`src/rtl/clkseq_pkg.sv`:
```
// Package: shared field widths, register addresses and the clock
// configuration record used by the ratio sequencer.
package clkseq_pkg;
    localparam int FIELD_W = 3;
    localparam int DATA_W  = 11;

    typedef enum logic [1:0] {
        REG_FREQ  = 2'd0,
        REG_COUNT = 2'd1,
        REG_TCTL  = 2'd2,
        REG_STAT  = 2'd3
    } reg_addr_e;

    typedef struct packed {
        logic [FIELD_W-1:0] per;
        logic [FIELD_W-1:0] core;
        logic [FIELD_W-1:0] mult;
    } clk_cfg_t;

    // Log2 of the tick interval for each prescale select code.
    function automatic logic [3:0] presc_shift(input logic [2:0] sel);
        case (sel)
            3'd0:    presc_shift = 4'd0;
            3'd1:    presc_shift = 4'd2;
            3'd2:    presc_shift = 4'd4;
            3'd3:    presc_shift = 4'd5;
            3'd4:    presc_shift = 4'd6;
            3'd5:    presc_shift = 4'd8;
            3'd6:    presc_shift = 4'd10;
            default: presc_shift = 4'd12;
        endcase
    endfunction
endpackage

```
`src/rtl/clkseq_prescaler.sv`:
```
// Tick generator: while active, raises tick once every 2^shift(sel) clocks,
// the first tick coming at the end of the first full interval.
// Assumes sel does not change while active; restarts from zero when idle.
module clkseq_prescaler
    import clkseq_pkg::*;
#(
    parameter int PRE_W = 12
) (
    input  logic       clk,
    input  logic       rst_n,
    input  logic       active,
    input  logic [2:0] sel,
    output logic       tick
);
    logic [PRE_W-1:0] pcnt;
    logic [PRE_W-1:0] lim;

    // Terminal count for the selected interval.
    always_comb lim = PRE_W'((1 << presc_shift(sel)) - 1);

    assign tick = active && (pcnt == lim);

    // Interval counter, cleared when idle or on each tick.
    always_ff @(posedge clk) begin
        if (!rst_n)          pcnt <= '0;
        else if (!active)    pcnt <= '0;
        else if (tick)       pcnt <= '0;
        else                 pcnt <= pcnt + 1'b1;
    end


    tick_gap_chk: assert property (@(posedge clk) disable iff (!rst_n)
        (tick && active && sel != 3'd0) |=> !tick);
endmodule

```
`src/rtl/clkseq_settle_timer.sv`:
```
// Settling counter: 8-bit up-counter and its control (enable, prescale
// select). Counts prescaler ticks only while run is high; flags overflow.
// Assumes run stays high until ovf_o; software writes are taken only idle.
module clkseq_settle_timer
    import clkseq_pkg::*;
#(
    parameter int CNT_W = 8,
    parameter int PRE_W = 12
) (
    input  logic             clk,
    input  logic             rst_n,
    input  logic             run,
    input  logic             cnt_wr,
    input  logic             ctl_wr,
    input  logic [CNT_W-1:0] wdata,
    output logic [CNT_W-1:0] cnt_o,
    output logic             ten_o,
    output logic [2:0]       tsel_o,
    output logic             ovf_o
);
    logic tick;

    clkseq_prescaler #(.PRE_W(PRE_W)) u_presc (
        .clk    (clk),
        .rst_n  (rst_n),
        .active (run && ten_o),
        .sel    (tsel_o),
        .tick   (tick)
    );

    assign ovf_o = tick && (&cnt_o);

    // Counter: software load when idle, tick increment while running.
    always_ff @(posedge clk) begin
        if (!rst_n)               cnt_o <= '0;
        else if (!run && cnt_wr)  cnt_o <= wdata;
        else if (tick)            cnt_o <= cnt_o + 1'b1;
    end

    // Control register: enable and prescale select, writable when idle.
    always_ff @(posedge clk) begin
        if (!rst_n) begin
            ten_o  <= 1'b0;
            tsel_o <= 3'd0;
        end else if (!run && ctl_wr) begin
            ten_o  <= wdata[0];
            tsel_o <= wdata[3:1];
        end
    end


    hold_when_off_chk: assert property (@(posedge clk) disable iff (!rst_n)
        (run && !ten_o) |=> $stable(cnt_o));

    ctl_locked_chk: assert property (@(posedge clk) disable iff (!rst_n)
        (run && ctl_wr) |=> ($stable(ten_o) && $stable(tsel_o)));

    wrap_zero_chk: assert property (@(posedge clk) disable iff (!rst_n)
        ovf_o |=> (cnt_o == '0));
endmodule

```
`src/rtl/clkseq_freq_ctrl.sv`:
```
// Frequency control: holds applied and pending clock codes, decides between
// an immediate divider update and a stalled multiplier change, rejects
// out-of-range divider codes. Assumes ovf arrives only while stalled.
module clkseq_freq_ctrl
    import clkseq_pkg::*;
#(
    parameter int DIV_MAX = 4
) (
    input  logic     clk,
    input  logic     rst_n,
    input  logic     wr,
    input  clk_cfg_t wcfg,
    input  logic     ovf,
    output clk_cfg_t cfg_o,
    output logic     stall_o,
    output logic     err_o
);
    localparam logic [FIELD_W-1:0] DIV_LIM = FIELD_W'(DIV_MAX);
    localparam clk_cfg_t CFG_RST = '{per: 3'd2, core: 3'd0, mult: 3'd0};

    clk_cfg_t pend;
    logic     valid;
    logic     mult_chg;

    assign valid    = (wcfg.core <= DIV_LIM) && (wcfg.per <= DIV_LIM);
    assign mult_chg = (wcfg.mult != cfg_o.mult);
    assign err_o    = wr && !stall_o && !valid;

    // Sequencing: apply at overflow, stall on multiplier change, else apply.
    always_ff @(posedge clk) begin
        if (!rst_n) begin
            cfg_o   <= CFG_RST;
            pend    <= CFG_RST;
            stall_o <= 1'b0;
        end else if (stall_o) begin
            if (ovf) begin
                cfg_o   <= pend;
                stall_o <= 1'b0;
            end
        end else if (wr && valid) begin
            if (mult_chg) begin
                pend    <= wcfg;
                stall_o <= 1'b1;
            end else begin
                cfg_o   <= wcfg;
            end
        end
    end


    mult_stall_chk: assert property (@(posedge clk) disable iff (!rst_n)
        (!stall_o && wr && valid && mult_chg) |=> (stall_o && $stable(cfg_o)));

    div_now_chk: assert property (@(posedge clk) disable iff (!rst_n)
        (!stall_o && wr && valid && !mult_chg) |=> (!stall_o && cfg_o == $past(wcfg)));

    reject_chk: assert property (@(posedge clk) disable iff (!rst_n)
        (wr && !valid) |=> $stable(cfg_o));

    stall_hold_chk: assert property (@(posedge clk) disable iff (!rst_n)
        (stall_o && !ovf) |=> (stall_o && $stable(cfg_o)));

    release_chk: assert property (@(posedge clk) disable iff (!rst_n)
        (stall_o && ovf) |=> !stall_o);
endmodule

```
`src/rtl/clkseq_top.sv`:
```
// Top: register decode and readback, sticky status flags, clock-enable
// outputs. Assumes bus_rdata is sampled combinationally from bus_addr.
module clkseq_top
    import clkseq_pkg::*;
#(
    parameter int DIV_MAX = 4,
    parameter int CNT_W   = 8,
    parameter int PRE_W   = 12
) (
    input  logic              clk,
    input  logic              rst_n,
    input  logic              bus_wr,
    input  logic [1:0]        bus_addr,
    input  logic [DATA_W-1:0] bus_wdata,
    output logic [DATA_W-1:0] bus_rdata,
    output logic              core_clk_en,
    output logic              periph_clk_en,
    output logic              stall_o,
    output logic [2:0]        mult_sel,
    output logic [2:0]        core_div_sel,
    output logic [2:0]        periph_div_sel
);
    clk_cfg_t         wcfg, cfg;
    logic             wr_freq, wr_cnt, wr_tctl, wr_stat;
    logic             ovf, err_pulse, ovf_flag, err_flag;
    logic [CNT_W-1:0] cnt;
    logic             ten;
    logic [2:0]       tsel;

    assign wr_freq = bus_wr && (bus_addr == REG_FREQ);
    assign wr_cnt  = bus_wr && (bus_addr == REG_COUNT);
    assign wr_tctl = bus_wr && (bus_addr == REG_TCTL);
    assign wr_stat = bus_wr && (bus_addr == REG_STAT);

    assign wcfg = '{per: bus_wdata[10:8], core: bus_wdata[6:4], mult: bus_wdata[2:0]};

    clkseq_freq_ctrl #(.DIV_MAX(DIV_MAX)) u_freq (
        .clk     (clk),
        .rst_n   (rst_n),
        .wr      (wr_freq),
        .wcfg    (wcfg),
        .ovf     (ovf),
        .cfg_o   (cfg),
        .stall_o (stall_o),
        .err_o   (err_pulse)
    );

    clkseq_settle_timer #(.CNT_W(CNT_W), .PRE_W(PRE_W)) u_timer (
        .clk    (clk),
        .rst_n  (rst_n),
        .run    (stall_o),
        .cnt_wr (wr_cnt),
        .ctl_wr (wr_tctl),
        .wdata  (bus_wdata[CNT_W-1:0]),
        .cnt_o  (cnt),
        .ten_o  (ten),
        .tsel_o (tsel),
        .ovf_o  (ovf)
    );

    assign core_clk_en    = !stall_o;
    assign periph_clk_en  = !stall_o;
    assign mult_sel       = cfg.mult;
    assign core_div_sel   = cfg.core;
    assign periph_div_sel = cfg.per;

    // Sticky flags: event sets, status write clears, set has priority.
    always_ff @(posedge clk) begin
        if (!rst_n) begin
            ovf_flag <= 1'b0;
            err_flag <= 1'b0;
        end else begin
            if (ovf)            ovf_flag <= 1'b1;
            else if (wr_stat)   ovf_flag <= 1'b0;
            if (err_pulse)      err_flag <= 1'b1;
            else if (wr_stat)   err_flag <= 1'b0;
        end
    end

    // Read multiplexer over the four registers.
    always_comb begin
        bus_rdata = '0;
        case (bus_addr)
            REG_FREQ:  bus_rdata = {cfg.per, 1'b0, cfg.core, 1'b0, cfg.mult};
            REG_COUNT: bus_rdata = {{(DATA_W-CNT_W){1'b0}}, cnt};
            REG_TCTL:  bus_rdata = {{(DATA_W-4){1'b0}}, tsel, ten};
            default:   bus_rdata = {{(DATA_W-3){1'b0}}, err_flag, ovf_flag, stall_o};
        endcase
    end


    ovf_set_wins_chk: assert property (@(posedge clk) disable iff (!rst_n)
        ovf |=> ovf_flag);

    flag_clear_chk: assert property (@(posedge clk) disable iff (!rst_n)
        (wr_stat && !ovf) |=> !ovf_flag);

    err_raise_chk: assert property (@(posedge clk) disable iff (!rst_n)
        err_pulse |=> (err_flag && !stall_o));
endmodule

```
`config.mk`:
```
export PLATFORM = sky130hd
export DESIGN_NAME = clkseq_top
export DESIGN_NICKNAME = d
export VERILOG_FILES = /design/src/rtl/clkseq_pkg.sv /design/src/rtl/clkseq_prescaler.sv /design/src/rtl/clkseq_settle_timer.sv /design/src/rtl/clkseq_freq_ctrl.sv /design/src/rtl/clkseq_top.sv
export SDC_FILE = /design/constraint.sdc
export NUM_CORES = 1
export LEC_CHECK = 0
export CORE_ASPECT_RATIO = 0.6
export CORE_MARGIN = 2
export CORE_UTILIZATION = 54
export DETAILED_ROUTE_END_ITERATION = 6
export GPL_TIMING_DRIVEN = 0
export PLACE_DENSITY = 0.79
export SLEW_MARGIN = 20
export SYNTH_ARGS = -nofsm -noshare
export SYNTH_HDL_FRONTEND = slang
export SYNTH_SLANG_ARGS = --single-unit
```
`constraint.sdc`:
```
create_clock -name clk -period 3 [get_ports clk]
set_clock_uncertainty 0.1 [all_clocks]
set_input_delay 0.3 -clock clk [delete_from_list [all_inputs] [get_ports clk]]
set_output_delay 0.3 -clock clk [all_outputs]
set_load 0.02 [all_outputs]
```
==> key figures <==
Run status
  – Status: finished, final reports clean

Synth
  – Syn Area/Cell: 8.89 µm²
  – Post-synth design cell area: between 2000 and 3000 µm²
  – Register area share after synthesis: between 30% and 40%
  – Flops & latches, synth: 45
  – Synth Flop Type: dfxtp_1
  – Area contributors post-synth: dfxtp_1 (34%), mux2i_1 (9.8%), nor2b_1 (5.4%)
  – Async set-reset flop share out of synthesis: 0%
  – Syn_nets: 319
  – EDFF count, synth: 0
  – Yosys cell types: 49
  – Top cell type's share of synthesized area: 33.8%
  – Warnings, synthesis: 0
  – Synth top cells by count: dfxtp_1 (45), nor2_1 (29), mux2i_1 (26), nor2b_1 (23), nand3_1 (15)
  – Syn Inst Count: 300
  – Dominant cell by count in the synthesized netlist: dfxtp_1
  – Synth area leader: dfxtp_1

Route
  – Vias per std cell: roughly 5.9
  – Highest Signal Layer: met4
  – Wl on met1: 3550 µm
  – Via Count: 2422
  – Drt pass-1 iters: 4
  – Final WL: 7300 µm
  – WL met3: 672 µm
  – # DRC: 0
  – Antenna Nets Post-Route: 0
  – Iteration-0 DRC count of the detailed router: 279
  – DR WL/cell: 17.7 µm
  – Met2 wire length: ~3000 µm

Placement
  – Dpl hpwl: 5260 µm
  – Pre-CTS setup slack: -36.8 ps
  – I/O Buffers: 37
  – Area of placed instances: around 3100 µm²
  – Gpl congestion: 0.908

Pwr
  – Comb pwr share: 13.9%
  – Psw: about 0.3 mW
  – Pwr Density: 348 nW/µm²
  – Seq pwr share: 53.6%
  – Clock power frac: approximately a third
  – Internal power: approximately 0.84 mW
  – Leak: 1.27 nW
  – Sw frac: between 20% and 30%
  – Max VDD drop: 0.000241 V

Min path
  – Hold Startpoint: rst_n
  – HP Class: primary input to register

STA
  – Final hold viol count: 0
  – Final TNS setup: 0 ps
  – Tcrit/Tclk final: 98.1%
  – Min Tclk post-route: 2940 ps
  – Least-Margin Pin Slew: 592 ps
  – Final slew viol count: 0
  – Final setup fails: 0
  – Slew Limit Headroom: 60.2%
  – Setup WS post-layout: between 50 and 60 ps
  – Fmax: around 340 MHz

Worst setup path
  – Worst Setup End Kind: register
  – CP Cell Sequence: buf_6 -> nor3_4 -> inv_1 -> ha_1 -> buf_4 -> o211a_1 -> nor3_2 -> xnor2_2 -> nor4_2 -> and2_1 -> buf_4 -> nand4b_4 -> buf_6 -> nor2_1
  – Crit path kind: register to register
  – Crit path to: u_timer.u_presc.pcnt[10]
  – CP Launch Type: register
  – Crit-path slowest cell: dfxtp_4
  – Crit path arrival time: slightly above 3000 ps
  – CP required: 3100 ps
  – R2r setup slk: a little under 60 ps
  – FF-to-FF End: u_timer.u_presc.pcnt[10]
  – CP max FO: 10
  – Setup crit start: u_timer.tsel_o[1]
  – R2R cell count: 14
  – Max incr delay on CP: 370 ps
  – Reg2reg start: u_timer.tsel_o[1]

GRT
  – Vias in the first global route: 2233
  – Gr usage total: 26.9%
  – Grt ovf: 0
  – Largest net degree at the start of global routing: 14
  – First-pass GRT wire length: 11300 µm
  – Antenna violations before repair: 0

Layout
  – Final instance area: 3310 µm²
  – Ant. Diodes: 0
  – Fraction of layout cells with a size suffix above 1: between 10% and 20%
  – Area grow syn2layout: 24.2%
  – Final net count: roughly 370
  – FF/Latch Area: 906 µm²
  – Filler instances: 379
  – Area of the multi-input gates: 1680 µm²

Clocking
  – CTS Sinks: 45
  – CTS Buf Count: 5
  – Clock Root Buffer: clkbuf_8
  – TritonCTS clock tree: built
  – CTS clk-pin slew, worst paths: 80 ps
  – Clk Latency, worst-skew pair: ~300 ps
  – H-Tree Depth: 2
  – Deepest clock path buffer count: 2

Floorplan
  – Initial Util: 57.3%
  – Core area: 4660 µm²
  – Die Height: 58.4 µm
  – Row count: 19
  – Full die area: 5540 µm²
  – Die width: 94.7 µm
  – Top Ports: 39

Flow run
  – Max-Cap Viols: 0
layout make-up:
type                       count  area share [%]
inverter                      11            1.25
clock buffer                   6            2.19
buffer                        19            3.66
tap                           63            2.38
timing repair buffer          41            12.1
clock inverter                 2           0.302
sequential                    45            27.3
multi-input combinational    225            50.8
registers in the layout (all words and copies together) (netlist names):
signal                cells
u_timer.ten_o             1
u_timer.u_presc.pcnt     12
u_timer.tsel_o            3
ovf_flag                  1
u_freq.pend               9
u_timer.cnt_o             8
err_flag                  1
u_freq.stall_o            1
u_freq.cfg_o              9
what timing repair did:
item                       4_1_cts  5_1_grt
resized for setup                1       18
setup buffers                    1        2
setup endpoints to repair       17       28
gates cloned                     0        1
hold buffers                     0        0
pin swaps                        1        5
per-layer routing:
metal / up-vias / track usage, %
li1: 1159 / -
met1: 1161 / 41.6
met2: 92 / 37.2
met3: 10 / 7.04
met4: 0 / 5.59
met5: - / 3.70
metrics by stage:
stage	total power, mW	utilization (%)	hold WS, ps	cells
floorplan	0.718	-	328	300
global placement	0.775	66.9	348	400
detailed placement	0.778	66.9	373	400
CTS	1.14	69.0	252	409
global route	1.20	71.1	268	412
finish	1.15	71.1	261	412
logic make-up (layout without fill, tap and decap cells):
group	after synthesis	after routing	synth area share [%]
XOR/XNOR	19	19	6.24
other	1	1	0.141
flip-flops	45	45	33.8
adder cells (fa/ha/maj)	4	4	1.78
multiplexers	38	38	16.1
AND/OR/NAND/NOR	121	121	25.8
buffers and inverters	30	79	5.58
AO/OA/AOI/OAI	42	42	10.6
how the worst min path moves through the flow:
stage                     slack (ps)                  endpoint  cells past startpoint
after floorplan                  330            u_freq.pend[7]                      2
final                            260  u_timer.u_presc.pcnt[11]                      3
after CTS                        250  u_timer.u_presc.pcnt[11]                      3
after global placement           350            u_freq.pend[7]                      2
after global routing             270  u_timer.u_presc.pcnt[11]                      3
after detailed placement         370            u_freq.pend[7]                      2
critical path, delay by kind of cell (launching register included):
kind | cells | cell delay [ps]
and+or+nand+nor | 6 | 1210
xor gates and xnor gates | 1 | 140
AOI/OAI and AO/OA | 1 | 140
adders and majority gates | 1 | 190
buffers and inverters | 5 | 700
DFF | 1 | 370
power by group through the flow:
stage	sequential (mW)	combinational, mW	clock [mW]
finish	0.618	0.160	0.375
global route	0.619	0.171	0.414
CTS	0.618	0.149	0.375
detailed placement	0.632	0.146	0
global placement	0.631	0.144	0
floorplan	0.629	0.0895	0
cells in the final DEF (no fill, tap or decap), types with 4 or more instances in the layout:
cell,instances
a21oi_1,8
and2_1,6
and3_1,5
buf_2,4
buf_4,8
buf_6,4
clkbuf_1,8
clkbuf_8,5
clkdlybuf4s50_1,37
dfxtp_1,43
inv_1,11
mux2_2,9
mux2i_1,26
nand2_1,14
nand3_1,15
nand4_1,4
nor2_1,29
nor2b_1,23
o211ai_1,5
o21ai_0,9
xnor2_1,9
xor2_1,9
(Power assumes the default switching activity.)
